===== src/rtl/alu8_pkg.sv =====
package alu8_pkg;

    localparam int DATA_W  = 8;
    localparam int HALF_W  = DATA_W / 2;
    localparam int IDX_W   = $clog2(DATA_W);

    localparam int FLAG_C = 0;
    localparam int FLAG_Z = 1;
    localparam int FLAG_N = 2;
    localparam int FLAG_V = 3;
    localparam int FLAG_S = 4;
    localparam int FLAG_H = 5;
    localparam int FLAG_T = 6;
    localparam int FLAG_I = 7;

    typedef enum logic [3:0] {
        OP_ADD  = 4'd0,
        OP_ADC  = 4'd1,
        OP_SUB  = 4'd2,
        OP_SBC  = 4'd3,
        OP_CMP  = 4'd4,
        OP_CPC  = 4'd5,
        OP_DEC  = 4'd6,
        OP_AND  = 4'd7,
        OP_OR   = 4'd8,
        OP_XOR  = 4'd9,
        OP_LSL  = 4'd10,
        OP_ROL  = 4'd11,
        OP_FSET = 4'd12,
        OP_FCLR = 4'd13,
        OP_RSV0 = 4'd14,
        OP_RSV1 = 4'd15
    } alu_op_e;

    typedef struct packed {
        logic [DATA_W-1:0] sum;
        logic              c_half;
        logic              c_into_top;
        logic              c_out;
    } add_res_t;

    typedef struct packed {
        logic [DATA_W-1:0] res;
        logic [DATA_W-1:0] flags;
        logic              wr;
    } unit_out_t;

    function automatic add_res_t add_core(input logic [DATA_W-1:0] a,
                                          input logic [DATA_W-1:0] b,
                                          input logic              cin);
        add_res_t         r;
        logic [HALF_W:0]  lo;
        logic [DATA_W-1:0] low7;
        logic [DATA_W:0]  full;
        lo   = {1'b0, a[HALF_W-1:0]} + {1'b0, b[HALF_W-1:0]} + {{HALF_W{1'b0}}, cin};
        low7 = {1'b0, a[DATA_W-2:0]} + {1'b0, b[DATA_W-2:0]} + {{(DATA_W-1){1'b0}}, cin};
        full = {1'b0, a} + {1'b0, b} + {{DATA_W{1'b0}}, cin};
        r.sum        = full[DATA_W-1:0];
        r.c_half     = lo[HALF_W];
        r.c_into_top = low7[DATA_W-1];
        r.c_out      = full[DATA_W];
        return r;
    endfunction

endpackage


===== src/rtl/alu8_arith.sv =====
module alu8_arith
    import alu8_pkg::*;
(
    input  alu_op_e           op,
    input  logic [DATA_W-1:0] a,
    input  logic [DATA_W-1:0] b,
    input  logic [DATA_W-1:0] fin,
    output unit_out_t         out
);
    logic              is_sub, with_c, is_dec;
    logic [DATA_W-1:0] b_eff;
    logic              cin;
    add_res_t          r;
    logic [DATA_W-1:0] dec_res;

    always_comb begin
        is_sub = (op == OP_SUB) || (op == OP_SBC) || (op == OP_CMP) || (op == OP_CPC);
        with_c = (op == OP_ADC) || (op == OP_SBC) || (op == OP_CPC);
        is_dec = (op == OP_DEC);
        b_eff  = is_sub ? ~b : b;
        if (with_c)
            cin = is_sub ? ~fin[FLAG_C] : fin[FLAG_C];
        else
            cin = is_sub;
    end

    assign r       = add_core(a, b_eff, cin);
    assign dec_res = a - {{(DATA_W-1){1'b0}}, 1'b1};

    always_comb begin
        out.flags = fin;
        if (is_dec) begin
            out.res            = dec_res;
            out.flags[FLAG_V]  = (a == {1'b1, {(DATA_W-1){1'b0}}});
            out.flags[FLAG_N]  = dec_res[DATA_W-1];
            out.flags[FLAG_Z]  = ~|dec_res;
        end else begin
            out.res            = r.sum;
            out.flags[FLAG_C]  = r.c_out ^ is_sub;
            out.flags[FLAG_H]  = r.c_half ^ is_sub;
            out.flags[FLAG_V]  = r.c_into_top ^ r.c_out;
            out.flags[FLAG_N]  = r.sum[DATA_W-1];
            out.flags[FLAG_Z]  = (~|r.sum) & ((is_sub && with_c) ? fin[FLAG_Z] : 1'b1);
        end
        out.flags[FLAG_S] = out.flags[FLAG_N] ^ out.flags[FLAG_V];
        out.wr = (op != OP_CMP) && (op != OP_CPC);
    end
endmodule


===== src/rtl/alu8_bitwise.sv =====
module alu8_bitwise
    import alu8_pkg::*;
(
    input  alu_op_e           op,
    input  logic [DATA_W-1:0] a,
    input  logic [DATA_W-1:0] b,
    input  logic [DATA_W-1:0] fin,
    output unit_out_t         out
);
    logic is_shift;

    always_comb begin
        is_shift  = (op == OP_LSL) || (op == OP_ROL);
        out.flags = fin;
        unique case (op)
            OP_AND:  out.res = a & b;
            OP_OR:   out.res = a | b;
            OP_XOR:  out.res = a ^ b;
            OP_ROL:  out.res = {a[DATA_W-2:0], fin[FLAG_C]};
            default: out.res = {a[DATA_W-2:0], 1'b0};
        endcase
        if (is_shift) begin
            out.flags[FLAG_C] = a[DATA_W-1];
            out.flags[FLAG_H] = a[HALF_W-1];
            out.flags[FLAG_V] = a[DATA_W-1] ^ a[DATA_W-2];
        end else begin
            out.flags[FLAG_V] = 1'b0;
        end
        out.flags[FLAG_N] = out.res[DATA_W-1];
        out.flags[FLAG_Z] = ~|out.res;
        out.flags[FLAG_S] = out.flags[FLAG_N] ^ out.flags[FLAG_V];
        out.wr = 1'b1;
    end
endmodule


===== src/rtl/alu8_flagop.sv =====
module alu8_flagop
    import alu8_pkg::*;
(
    input  alu_op_e           op,
    input  logic [IDX_W-1:0]  idx,
    input  logic [DATA_W-1:0] fin,
    output unit_out_t         out
);
    logic [DATA_W-1:0] sel;

    assign sel = {{(DATA_W-1){1'b0}}, 1'b1} << idx;

    always_comb begin
        out.res = '0;
        out.wr  = 1'b0;
        case (op)
            OP_FSET: out.flags = fin | sel;
            OP_FCLR: out.flags = fin & ~sel;
            default: out.flags = fin;
        endcase
    end
endmodule


===== src/rtl/alu8_core.sv =====
module alu8_core
    import alu8_pkg::*;
(
    input  logic [3:0]        op_i,
    input  logic [DATA_W-1:0] a_i,
    input  logic [DATA_W-1:0] b_i,
    input  logic [DATA_W-1:0] flags_i,
    output logic [DATA_W-1:0] result_o,
    output logic              wr_en_o,
    output logic [DATA_W-1:0] flags_o
);
    alu_op_e   op;
    unit_out_t u_ar, u_bw, u_fo, sel;
    logic      cls_arith, cls_bit;

    assign op = alu_op_e'(op_i);

    alu8_arith   u_arith   (.op(op), .a(a_i), .b(b_i), .fin(flags_i), .out(u_ar));
    alu8_bitwise u_bitwise (.op(op), .a(a_i), .b(b_i), .fin(flags_i), .out(u_bw));
    alu8_flagop  u_flagop  (.op(op), .idx(b_i[IDX_W-1:0]), .fin(flags_i), .out(u_fo));

    always_comb begin
        cls_arith = (op_i <= 4'(OP_DEC));
        cls_bit   = (op_i >= 4'(OP_AND)) && (op_i <= 4'(OP_ROL));
        if (cls_arith)    sel = u_ar;
        else if (cls_bit) sel = u_bw;
        else              sel = u_fo;
    end

    assign result_o = sel.res;
    assign wr_en_o  = sel.wr;
    assign flags_o  = sel.flags;

    always_comb begin
        if (op != OP_FSET && op != OP_FCLR)
            assert_ti_hold_R9: assert (flags_o[FLAG_T] == flags_i[FLAG_T] && flags_o[FLAG_I] == flags_i[FLAG_I])
                else $error("T/I changed by op %0d", op_i);
        if (op == OP_CMP || op == OP_CPC)
            assert_cmp_nowrite_R5: assert (!wr_en_o) else $error("compare wrote a result");
        if (op == OP_SBC || op == OP_CPC)
            assert_sticky_zero_R4: assert (flags_i[FLAG_Z] || !flags_o[FLAG_Z]) else $error("sticky Z violated");
        if (op == OP_DEC)
            assert_dec_keep_ch_R6: assert (flags_o[FLAG_C] == flags_i[FLAG_C] && flags_o[FLAG_H] == flags_i[FLAG_H])
                else $error("DEC touched C/H");
        if (op == OP_AND || op == OP_OR || op == OP_XOR)
            assert_logic_flags_R7: assert (!flags_o[FLAG_V] && flags_o[FLAG_C] == flags_i[FLAG_C] && flags_o[FLAG_H] == flags_i[FLAG_H])
                else $error("logic op flag rule violated");
        if (op == OP_ADD || op == OP_ADC)
            assert_sign_rule_R2: assert (flags_o[FLAG_S] == (flags_o[FLAG_N] ^ flags_o[FLAG_V]))
                else $error("S != N^V");
        if (op == OP_RSV0 || op == OP_RSV1)
            assert_reserved_idle_R10: assert (!wr_en_o && flags_o == flags_i) else $error("reserved op acted");
    end
endmodule


===== config.mk =====
export PLATFORM = sky130hd
export DESIGN_NAME = alu8_core
export DESIGN_NICKNAME = d
export VERILOG_FILES = /design/src/rtl/alu8_pkg.sv /design/src/rtl/alu8_arith.sv /design/src/rtl/alu8_bitwise.sv /design/src/rtl/alu8_flagop.sv /design/src/rtl/alu8_core.sv
export SDC_FILE = /design/constraint.sdc
export NUM_CORES = 1
export LEC_CHECK = 0
export ABC_AREA = 0
export BUFFER_PORTS_ARGS = -buffer_cell sky130_fd_sc_hd__buf_2
export CAP_MARGIN = 10
export CORE_MARGIN = 2
export CORE_UTILIZATION = 35
export DETAILED_ROUTE_END_ITERATION = 8
export SLEW_MARGIN = 20
export SYNTH_ARGS = -nofsm -noshare
export SYNTH_HDL_FRONTEND = slang
export SYNTH_SLANG_ARGS = --single-unit

===== constraint.sdc =====
create_clock -name vclk -period 11.3
set_clock_uncertainty 0.2 [all_clocks]
set_input_delay 2.26 -clock vclk [all_inputs]
set_output_delay 2.26 -clock vclk [all_outputs]
set_load 0.005 [all_outputs]

==> summary.md <==
| Metric | Value |
|---|---|
| Gr usage total | between 20% and 30% |
| Vias per cell | 5.95 |
| Seq/Total Area, Yosys | 0% |
| Synth area leaders | ha_1 18%, xnor2_1 8.7%, nand2_1 5.7% |
| Final Cycle Share | between 60% and 70% |
| Final ANT Viol Nets | 0 |
| Internal | roughly 0.052 mW |
| GRT overflow | 0 |
| Vias in the first global route | 2,076 |
| Die area | between 6000 and 7000 µm² |
| Share of cells above drive strength 1 | about a fifth |
| Setup_tns | 0 ns |
| Final hold vios | 0 |
| Mapped cell area | approximately 1900 µm² |
| P_leak | 0.966 nW |
| Post-synth top cells | 29 x nand2_1, 28 x ha_1, 23 x inv_1, 21 x o21ai_0, 19 x xnor2_1 |
| DR WL/cell | between 15 and 20 µm |
| Worst Hold Class | in2out |
| Count leader, synth | nand2_1 |
| Post-synth net total | 329 |
| Seq pwr share | 0% |
| Hold Crit Start | flags_i[6] |
| Synthesis Warnings | 0 |
| GP Congestion | about 0.99 |
| Util after Layout | 41.3% |
| Outcome | finished, final reports clean |
| Slowest-stage cell, CP | fa_1 |
| Logic gate share of total power | 100.0% |
| Power per cell area | 59.2 nW/µm² |
| Switch share | 58.7% |
| Die H | slightly below 80 µm |
| Mean Syn Cell Area | about 7 µm² |
| Post-CTS Hold Fix Bufs | 0 |
| PostCTS Resize Cnt | 0 |
| Die width | 77.7 µm |
| Worst Setup End Kind | output port |
| Final nets | ~360 |
| Slew @ Worst Pin | between 1 and 1.5 ns |
| Top Ports | 45 |
| Area growth, synth to finish | 12.4% |
| Ant. Diodes | 0 |
| Buffers on Ports | 45 |
| Max_cap viols | 0 |
| DRC Markers | 0 |
| Slew Limit Fails | 0 |
| Max incr delay on CP | between 0.3 and 0.4 ns |
| DRT iter0 DRCs | about 260 |
| Clock power share | 0% |
| Top cell type's share of synthesized area | between 10% and 20% |
| Worst vdd ir | around 0.000016 V |
| Largest net degree at the start of global routing | 31 |
| # setup viols final | 0 |
| CP Max Fanout | 22 |
| Post-CTS Setup Inserts | 0 |
| Mapped Cells | ~270 |
| Total power after layout | 0.127 mW |
| Area leader, netlist | ha_1 |
| FF+latch area | 0 µm² |
| Crit path time final | 7.90 ns |
| Row count | 26 |
| Cell chain of the critical path | buf_2, xnor2_1, nor2_4, xnor2_1, fa_1, inv_1, fa_1, a21o_1, a21oi_2, o211ai_1, a21oi_1, xor2_1, o211ai_1, buf_2 |
| Vias post-DR | between 2,000 and 2,500 |
| Core ar. | between 5000 and 6000 µm² |
| Worst Hold Depth | 3 |
| Hold slack final | ~4.6 ns |
| WP data arrival | 5.44 ns |
| RSZ-0062 raised after global routing | no |
| Crit Path Category | in2out |
| Pre-antenna DRT Iters | 6 |
| Clock buffers | 0 |
| Synth cell types | between 50 and 60 |
| HPWL Detailed | 5030 µm |
| Worst setup SP type | input port |
| Initial antenna violation count | 0 |
| Fmax | roughly 130 MHz |
| Critical Path RT | between 8 and 9 ns |
| Initial core utilization | 36.8% |
| Worst rel slew slack | between 30% and 40% |
| Sw Pwr | between 0.07 and 0.08 mW |
| Flip-flop and latch count | 0 |
| First-pass GRT wire length | 10,200 µm |
| Total Wirelength | 6440 µm |
| Worst hold endpoint | flags_o[6] |
## stage by stage
stage / setup slack, ns / cell area (µm²) / instances
detailed placement: 3.40 / 2140 / 371
global placement: 3.47 / 2140 / 371
CTS: 3.39 / 2140 / 371
finish: 3.40 / 2140 / 371
floorplan: 3.70 / 1900 / 271
global route: 3.19 / 2140 / 371
## layer usage
| metal | track usage [%] | up-vias | share of wire [%] |
|---|---|---|---|
| met1 | 27.9 | 1032 | 43 |
| met3 | 1.98 | 13 | 8.2 |
| met2 | 35.9 | 95 | 47 |
| met4 | 2.68 | 0 | 2.0 |
| met5 | 0 | - | 0 |
| li1 | - | 1068 | - |
## cell type report
cell class / instances / area [µm²]
inverters: 23 / 86.3
multi-input cells: 233 / 1740
fillers: 586 / 3030
repair buffers: 45 / 225
well taps: 70 / 87.6
## worst max-delay path by stage
stage                  from    endpoint  slack [ns]  cells after the start
detailed placement  op_i[1]  flags_o[3]        3.40                     14
finish              op_i[1]  flags_o[4]        3.40                     14
floorplan           op_i[0]  flags_o[0]        3.70                     14
global placement    op_i[1]  flags_o[3]        3.47                     14
global route        op_i[1]  flags_o[3]        3.19                     14
CTS                 op_i[1]  flags_o[3]        3.39                     14
## power by group through the flow
stage,logic [mW],registers [mW],clock network [mW]
detailed placement,0.124,0,0
global route,0.139,0,0
CTS,0.125,0,0
floorplan,0.0854,0,0
finish,0.127,0,0
global placement,0.124,0,0
## kinds of logic after synthesis
family	Yosys count	share of synthesized area, %
buffers and inverters	38	8.61
adders and majority gates	30	20.5
xor gates and xnor gates	25	11.5
AOI/OAI and AO/OA	77	27.9
muxes	8	4.40
and+or+nand+nor	93	27.0
## worst max-delay path, delay by kind of cell
family | cells | cell delay (ns)
compound gates | 5 | 1.15
xor+xnor | 3 | 0.50
fa+ha+maj | 2 | 0.61
buf+inv | 3 | 0.55
simple gates | 1 | 0.35
## cells in the final DEF (no fill, tap or decap), types with 9 or more instances in the layout
cell,count
a21oi_1,11
buf_2,45
ha_1,28
inv_1,23
nand2_1,29
nand3_1,11
nor2_1,12
nor3_1,9
o21ai_0,21
xnor2_1,19
Power figures use the tool's default switching activity.
